`src/rtl/trig_pkg.sv`:
```
package trig_pkg;

  typedef enum logic [1:0] {
    TRG_LVL  = 2'd0,
    TRG_FALL = 2'd1,
    TRG_RISE = 2'd2,
    TRG_ANY  = 2'd3
  } trig_mode_e;

  localparam int MODE_LSB = 2;
  localparam int MODE_MSB = 3;

  // qualifies one sample against the previous one under a mode
  function automatic logic trig_hit(input logic [1:0] mode,
                                    input logic       prev,
                                    input logic       cur);
    logic h;
    case (mode)
      TRG_LVL:  h = cur;
      TRG_FALL: h = prev & ~cur;
      TRG_RISE: h = ~prev & cur;
      default:  h = prev ^ cur;
    endcase
    return h;
  endfunction

endpackage

```
`src/rtl/trig_mode_bank.sv`:
```
module trig_mode_bank
  import trig_pkg::*;
#(
  parameter int                    NUM_SRC    = 80,
  parameter int                    PIN_BASE   = 64,
  parameter logic [NUM_SRC-1:0]    LEVEL_MASK = '0,
  localparam int                   NUM_PIN    = NUM_SRC - PIN_BASE,
  localparam int                   PIN_IDX_W  = (NUM_PIN > 1) ? $clog2(NUM_PIN) : 1
) (
  input  logic                       clk,
  input  logic                       rst_n,
  input  logic                       cfg_we,
  input  logic [PIN_IDX_W-1:0]       cfg_idx,
  input  logic [7:0]                 cfg_wdata,
  output logic [7:0]                 cfg_rdata,
  output logic [NUM_SRC-1:0][1:0]    mode_o
);

  logic [NUM_PIN-1:0][1:0] pin_mode_q;

  // fixed-mode internal sources
  for (genvar i = 0; i < PIN_BASE; i++) begin : g_fixed
    assign mode_o[i] = LEVEL_MASK[i] ? TRG_LVL : TRG_RISE;
  end

  // writable pin sources
  for (genvar k = 0; k < NUM_PIN; k++) begin : g_pin
    localparam logic [1:0] RST_MODE = LEVEL_MASK[PIN_BASE+k] ? TRG_LVL : TRG_RISE;
    always_ff @(posedge clk) begin
      if (!rst_n) begin
        pin_mode_q[k] <= RST_MODE;
      end else if (cfg_we && (int'(cfg_idx) == k)) begin
        pin_mode_q[k] <= cfg_wdata[MODE_MSB:MODE_LSB];
      end
    end
    assign mode_o[PIN_BASE+k] = pin_mode_q[k];
  end

  always_comb begin
    cfg_rdata = '0;
    if (int'(cfg_idx) < NUM_PIN) begin
      cfg_rdata[MODE_MSB:MODE_LSB] = pin_mode_q[cfg_idx];
    end
  end

endmodule

```
`src/rtl/trig_clr_decode.sv`:
```
module trig_clr_decode #(
  parameter int  NUM_SRC = 80,
  localparam int IDX_W   = $clog2(NUM_SRC)
) (
  input  logic               clr_we,
  input  logic [IDX_W-1:0]   clr_idx,
  input  logic               clr_wdata,
  output logic [NUM_SRC-1:0] clr_sel
);

  // only a write of zero is a clear request; indices past the end match nothing
  for (genvar i = 0; i < NUM_SRC; i++) begin : g_dec
    assign clr_sel[i] = clr_we & ~clr_wdata & (clr_idx == IDX_W'(i));
  end

endmodule

```
`src/rtl/trig_src_cell.sv`:
```
module trig_src_cell
  import trig_pkg::*;
(
  input  logic       clk,
  input  logic       rst_n,
  input  logic       line,
  input  logic [1:0] mode,
  input  logic       clr_req,
  output logic       issue,
  output logic       pending,
  output logic       withdraw
);

  logic prev_q;
  logic pend_q;
  logic is_lvl;

  assign is_lvl   = (mode == TRG_LVL);
  assign issue    = trig_hit(mode, prev_q, line);
  assign withdraw = is_lvl & ~line & pend_q;
  assign pending  = pend_q;

  always_ff @(posedge clk) begin
    if (!rst_n) begin
      prev_q <= 1'b0;
      pend_q <= 1'b0;
    end else begin
      prev_q <= line;
      if (issue) begin
        pend_q <= 1'b1;
      end else if (is_lvl) begin
        pend_q <= 1'b0;
      end else if (clr_req) begin
        pend_q <= 1'b0;
      end
    end
  end

endmodule

```
`src/rtl/trig_detect.sv`:
```
module trig_detect
  import trig_pkg::*;
#(
  parameter int                 NUM_SRC    = 80,
  parameter int                 PIN_BASE   = 64,
  parameter logic [NUM_SRC-1:0] LEVEL_MASK = (NUM_SRC'(1) << 3) | (NUM_SRC'(1) << 66),
  localparam int                IDX_W      = $clog2(NUM_SRC),
  localparam int                NUM_PIN    = NUM_SRC - PIN_BASE,
  localparam int                PIN_IDX_W  = (NUM_PIN > 1) ? $clog2(NUM_PIN) : 1
) (
  input  logic                 clk,
  input  logic                 rst_n,
  input  logic [NUM_SRC-1:0]   irq_line,
  input  logic                 clr_we,
  input  logic [IDX_W-1:0]     clr_idx,
  input  logic                 clr_wdata,
  input  logic                 cfg_we,
  input  logic [PIN_IDX_W-1:0] cfg_idx,
  input  logic [7:0]           cfg_wdata,
  output logic [7:0]           cfg_rdata,
  output logic [NUM_SRC-1:0]   pending,
  output logic [NUM_SRC-1:0]   issue,
  output logic [NUM_SRC-1:0]   withdraw
);

  logic [NUM_SRC-1:0][1:0] mode_w;
  logic [NUM_SRC-1:0]      clr_sel;

  trig_mode_bank #(
    .NUM_SRC    (NUM_SRC),
    .PIN_BASE   (PIN_BASE),
    .LEVEL_MASK (LEVEL_MASK)
  ) u_modes (
    .clk       (clk),
    .rst_n     (rst_n),
    .cfg_we    (cfg_we),
    .cfg_idx   (cfg_idx),
    .cfg_wdata (cfg_wdata),
    .cfg_rdata (cfg_rdata),
    .mode_o    (mode_w)
  );

  trig_clr_decode #(.NUM_SRC(NUM_SRC)) u_clr (
    .clr_we    (clr_we),
    .clr_idx   (clr_idx),
    .clr_wdata (clr_wdata),
    .clr_sel   (clr_sel)
  );

  for (genvar i = 0; i < NUM_SRC; i++) begin : g_src
    trig_src_cell u_cell (
      .clk      (clk),
      .rst_n    (rst_n),
      .line     (irq_line[i]),
      .mode     (mode_w[i]),
      .clr_req  (clr_sel[i]),
      .issue    (issue[i]),
      .pending  (pending[i]),
      .withdraw (withdraw[i])
    );
  end

endmodule

```
`config.mk`:
```
export PLATFORM = sky130hd
export DESIGN_NAME = trig_detect
export DESIGN_NICKNAME = d
export VERILOG_FILES = /design/src/rtl/trig_pkg.sv /design/src/rtl/trig_mode_bank.sv /design/src/rtl/trig_clr_decode.sv /design/src/rtl/trig_src_cell.sv /design/src/rtl/trig_detect.sv
export SDC_FILE = /design/constraint.sdc
export NUM_CORES = 1
export LEC_CHECK = 0
export BUFFER_PORTS_ARGS = -buffer_cell sky130_fd_sc_hd__buf_2
export CORE_ASPECT_RATIO = 1.5
export CORE_UTILIZATION = 34
export DETAILED_ROUTE_END_ITERATION = 7
export PLACE_DENSITY = 0.56
export SETUP_SLACK_MARGIN = 0.3
export SLEW_MARGIN = 20
export SYNTH_ARGS = -nofsm -noshare
export SYNTH_HDL_FRONTEND = slang
export SYNTH_SLANG_ARGS = --single-unit
```
`constraint.sdc`:
```
create_clock -name clk -period 2.4 [get_ports clk]
set_input_delay 0.48 -clock clk [delete_from_list [all_inputs] [get_ports clk]]
set_output_delay 0.48 -clock clk [all_outputs]
set_load 0.02 [all_outputs]
```
Word-level counts from Yosys, hierarchy flattened
Index checks and enable logic that the tools add are counted.
Word-level totals
  input port bits: 104
  register bits: 191
  logic and storage cells: 928
Cells by class
  reduce and logical (&&, ||, !) cells: 113
  equality and inequality tests: 125
  muxes and demuxes: 193
  order comparisons: 1
  bitwise logic cells: 321
Operators with widths (number)
  == test 7 x 6 -> 1 bit (second input constant): 32
  AND 1 bit: 208
  two-way mux 1 bit: 175
  nonzero test 2 bit: 63
  == test 7 x 5 -> 1 bit (second input constant): 16
  == test 7 bit (second input constant): 16
  NOT 1 bit: 97
  == test 7 x 4 -> 1 bit (second input constant): 8
  one-hot mux 1 bit (3 select lines): 16
  nonzero test 3 bit: 16
  == test 2 x 1 -> 1 bit (second input constant): 16
  == test 2 bit (second input constant): 16
  == test 4 bit (second input constant): 8
  logical NOT 2 bit: 16
  == test 7 x 3 -> 1 bit (second input constant): 4
  == test 4 x 3 -> 1 bit (second input constant): 4
  logical AND 1 bit: 16
  bitwise XOR 1 bit: 16
  binary-select mux 2 bit (select 4 bit): 1
  == test 4 x 2 -> 1 bit (second input constant): 2
  == test 7 x 1 -> 1 bit (second input constant): 1
  == test 7 x 2 -> 1 bit (second input constant): 1
  logical NOT 7 bit: 1
  < comparator 4 x 5 -> 1 bit (second input constant): 1
  3 further kinds: 3

Longest topological paths before layout
  depth after elaboration: 6
  gate-level depth with buffers: 6
  depth with buffers taken out: 5

By module
From an unflattened synthesis, not the netlist that was laid out.
Unflattened totals
  cells, all modules: 1877
  area total of the unflattened synthesis: 16458.3 um^2
Modules (own cells, without submodules)
  trig_src_cell: sequential area each 40.0 um^2, area each 165.2 um^2, times used 80, cells an instance 18
  trig_mode_bank: sequential area each 640.6 um^2, area each 2643.8 um^2, times used 1, cells an instance 319
  trig_clr_decode: sequential area each 0.0 um^2, area each 601.8 um^2, times used 1, cells an instance 118

Worst setup path before layout
No wires, ideal clock.
  path kind: input-to-output
  start point: in cfg_idx[0]
  end point: out cfg_rdata[2]
  cell stages on the path: 5
  slack: 190 ps
  required time: 1920 ps
  path buffers: 2
  arrival time: 1730 ps
  path through: buf_2 buf_2 mux4_2 a22oi_1 nand3_1
Between the ends
  cells in the longest elaborated chain, start to end: 2
Ends and longest elaborated chain
  start: declaration: line trig_detect.sv:18  | input logic [PIN_IDX_W-1:0] cfg_idx,
  binary-select mux 2 bit (select 4 bit): line trig_mode_bank.sv:42  | cfg_rdata[MODE_MSB:MODE_LSB] = pin_mode_q[cfg_idx];
  two-way mux 2 bit (implied by the code): line trig_mode_bank.sv:42
  end: declaration: line trig_detect.sv:20  | output logic [7:0] cfg_rdata,
Every way passes these cells. The select of a mux whose other input is x is not followed.

Final worst setup path
  start point: reg g_src[65].u_cell.prev_q
  end point: out issue[65]
Between the ends
  cells in the longest elaborated chain, start to end: 3
Ends and longest elaborated chain
  start: declaration: line trig_src_cell.sv:14  | logic prev_q;
  start signal: assignment: line trig_src_cell.sv:28  | prev_q <= line;
  NOT 1 bit: line trig_pkg.sv:21  | TRG_RISE: h = ~prev & cur;
  AND 1 bit: line trig_pkg.sv:21
  one-hot mux 1 bit (3 select lines) *: line trig_pkg.sv:18  | case (mode)
  end: declaration: line trig_detect.sv:22  | output logic [NUM_SRC-1:0] issue,
Every way passes the cells marked *; elsewhere a longest branch is shown, timed or not.

==> impl_results.rst <==
.. list-table::
   :header-rows: 1

   * - Metric
     - Value
   * - Half-perimeter wire length after detailed placement
     - 21.4 mm
   * - Outcome
     - finished, final reports clean
   * - Yosys cell types
     - 41
   * - Final Hold Violating Endpoints
     - 0
   * - Clock skew after layout
     - 7.36 ps
   * - EDFF count, synth
     - 0
   * - Clock sink total
     - 191
   * - Layout overhead on the synthesized area
     - 12.5%
   * - Post-synthesis average cell area
     - 9.50 um^2
   * - Slack of the critical path
     - 192 ps
   * - Worst Hold End
     - g_src[25].u_cell.prev_q
   * - Critical path endpoint category
     - output port
   * - Std-Cell Rows
     - 78
   * - Most numerous cell types in the synthesized netlist
     - buf_4, dfxtp_1, and2_1, o21a_1, nor2b_1
   * - Critical Path, Cell by Cell
     - ha_4, inv_2, mux4_2, buf_6
   * - Post-synth ARST share
     - 0%
   * - Number of warnings issued by yosys
     - 0
   * - Proportion of synthesized chip area in sequential cells
     - 36.4%
   * - Hold_sp
     - irq_line[25]
   * - Combined global-route utilization of all metal layers
     - 18.3%
   * - DR vias
     - 7672
   * - Port bufs
     - 276
   * - Post-synth top area cell
     - dfxtp_1
   * - Clock insertion delay at the later pin of the skew report
     - 450 ps
   * - Worst hold margin
     - 234 ps
   * - Detailed router's first-iteration violation count
     - 340
   * - Design Area, Final
     - 11800 um^2
   * - Data arrival time of the critical path
     - 1730 ps
   * - Placer congestion estimate
     - 0.825
   * - Number of global-route vias before repair
     - 7442
   * - Worst min path class
     - in2reg
   * - Clock transition time at the flip-flop clock pins of the worst setup and hold paths
     - 70 ps
   * - Period utilisation layout
     - 92.0%
   * - Max-Slew Margin vs Limit
     - 44.5%
   * - Worst slack after detailed placement
     - 145 ps
   * - Post-Place Cell Area
     - 10700 um^2
   * - Static Leak
     - 5.13 nW
   * - DIE AREA
     - 31600 um^2
   * - Sum Neg Setup Slack
     - 0 ps
   * - Number of nets at the end of the flow
     - 1334
   * - Width of the die
     - 145 um
   * - Total gr overflow
     - 0
   * - Number of cells on the worst hold path
     - 2
   * - Achievable frequency
     - 453 MHz
   * - Die boundary height
     - 217 um
   * - Cell count after synthesis
     - 1105
   * - DRC violations left
     - 0
   * - Top area cells in the synthesized netlist
     - dfxtp_1, buf_4, o21a_1
   * - Count of endpoints failing setup in the final report
     - 0
   * - Data required time of the critical path
     - 1920 ps
   * - Internal reg-to-reg setup slack
     - 760 ps
   * - Largest voltage drop on the vdd net
     - 501 uV
   * - Tmin final
     - 2210 ps
   * - Worst-Margin Slew
     - 832 ps
   * - Critical R2R Capture
     - g_src[74].u_cell.pending
   * - Beginning of the worst register-to-register path
     - g_src[74].u_cell.prev_q
   * - Critical path's largest stage delay
     - 490 ps
   * - Total power divided by cell area
     - 650 nW/um^2
   * - Wire length reported by the detailed router
     - 28.8 mm
   * - Critical-path top delay cell
     - mux4_2
   * - Proportion of layout cells with a drive suffix above 1
     - 36.7%
   * - First-pass GRT wire length
     - 43.5 mm
   * - Pin count of the biggest net entering global routing
     - 124
   * - Area share of the leading cell type in the synthesized netlist
     - 36.4%
   * - Ys flop type
     - dfxtp_1
   * - Initial standard-cell utilization of the core
     - 34.6%
   * - Number of search-and-repair iterations in the first detailed-routing pass
     - 4
   * - Synthesized flop and latch total
     - 191
   * - Number of cell instances on the worst register-to-register path
     - 6
   * - Cell area after synthesis
     - 10500 um^2
   * - Worst setup path class
     - reg2out
   * - CTS tree
     - yes
   * - Antenna violations before repair
     - 4
   * - Crit path launch type
     - flip-flop
   * - Count leader, synth
     - buf_4
   * - Average detailed-routed wire length per instance
     - 17.8 um
   * - Total clock buffers created by CTS
     - 17
   * - RSZ-0062 raised after global routing
     - yes
   * - Drt via density
     - 4.75
   * - Max Cap Viol
     - 0
   * - Fill cell total of the finished layout
     - 3083
   * - Total count of max-transition violations in the final report
     - 0
   * - Antenna viol nets, final
     - 0
   * - Cts hold-fix bufs
     - 0
   * - Number of H-tree levels
     - 4
   * - I/O pin count
     - 352
   * - Maximum clock path buffer count
     - 2
   * - Maximum fanout along the worst path
     - 2
   * - Area of the core region
     - 30400 um^2
   * - CTS Root Buffer Type
     - clkbuf_16
-- per-layer routing --
metal / track usage [%] / part of all wire (%) / vias up
met3: 3.92 / 4.6 / 45
met4: 7.93 / 2.8 / 2
met2: 35.4 / 56 / 253
li1: - / - / 3677
met1: 18.6 / 37 / 3695
met5: 0 / 0.031 / -
-- sequential cells by signal (all words and copies together), names as in the netlist --
register / cells
g_src.u_cell.prev_q: 79
g_src.u_cell.pending: 80
u_modes.mode_o: 32
-- per-stage QoR --
step	util (%)	std cells	power [mW]
2_1_floorplan	-	1173	4.76
3_3_place_gp	35.3	1560	4.87
3_5_place_dp	35.3	1560	4.90
4_1_cts	38.6	1605	7.76
5_1_grt	38.9	1613	8.02
6_report	38.9	1614	7.67
-- critical path: cells and delay by family (launching register included) --
kind / cells / cell delay (ps)
muxes: 1 / 490
DFF: 1 / 340
adders and majority gates: 1 / 260
buffers and inverters: 2 / 170
-- layout by cell type, fill, tap and decap left out, drive strengths merged, types with 16 or more instances in the layout --
| cell type | count |
|---|---|
| a31oi | 16 |
| nor2b | 69 |
| dfxtp | 191 |
| clkbuf | 20 |
| o31a | 63 |
| nor4b | 20 |
| nand3 | 52 |
| inv | 52 |
| buf | 319 |
| mux4 | 24 |
| ha | 32 |
| o21ai | 48 |
| conb | 69 |
| and2 | 81 |
| o21a | 79 |
| a21boi | 17 |
-- cells by family (layout without fill, tap and decap cells) --
kind of cell / Yosys count / count (layout) / share of synthesized area, %
other cells: 1 / 72 / 0.0357
compound gates: 225 / 225 / 15.5
buf+inv: 361 / 399 / 21.9
flops: 191 / 191 / 36.4
fa+ha+maj: 32 / 32 / 3.81
mux: 24 / 24 / 5.15
simple gates: 271 / 271 / 17.2
-- where the power goes --
group	switching [mW]	total (mW)	leakage (nW)	internal (mW)
Combinational	0.887	1.48	3.28	0.589
Clock	1.30	2.74	0.269	1.44
Sequential	0.0960	3.45	1.59	3.36
Total	2.29	7.67	5.13	5.38
-- worst max path at each step --
stage | startpoint | cells after the start | slack, ps | to
final | g_src[65].u_cell.prev_q | 4 | 190 | issue[65]
after CTS | u_modes.mode_o[135] | 4 | 150 | cfg_rdata[3]
after global routing | g_src[68].u_cell.prev_q | 4 | 150 | issue[68]
after detailed placement | cfg_idx[0] | 6 | 140 | cfg_rdata[3]
after floorplan | cfg_idx[0] | 5 | 300 | cfg_rdata[2]
after global placement | cfg_idx[0] | 5 | 160 | cfg_rdata[2]
-- what timing repair did --
action,4_1_cts,5_1_grt
endpoints found under the hold margin,0,0
pin swaps,18,6
gates resized for setup,90,16
setup endpoints to repair,18,18
setup buffers,13,6
-- final cells by class --
type                            count  area (um^2)  share of cell area, %
Tap cell                          400          500                   4.24
Multi-Input combinational cell    621         4850                   41.1
Sequential cell                   191         3870                   32.8
Clock buffer                       20          437                   3.70
Antenna cell                        3         7.51                 0.0636
Clock inverter                     12          110                  0.933
Timing Repair Buffer              319         1850                   15.6
Inverter                           48          180                   1.53
Power figures use the tool's default switching activity.
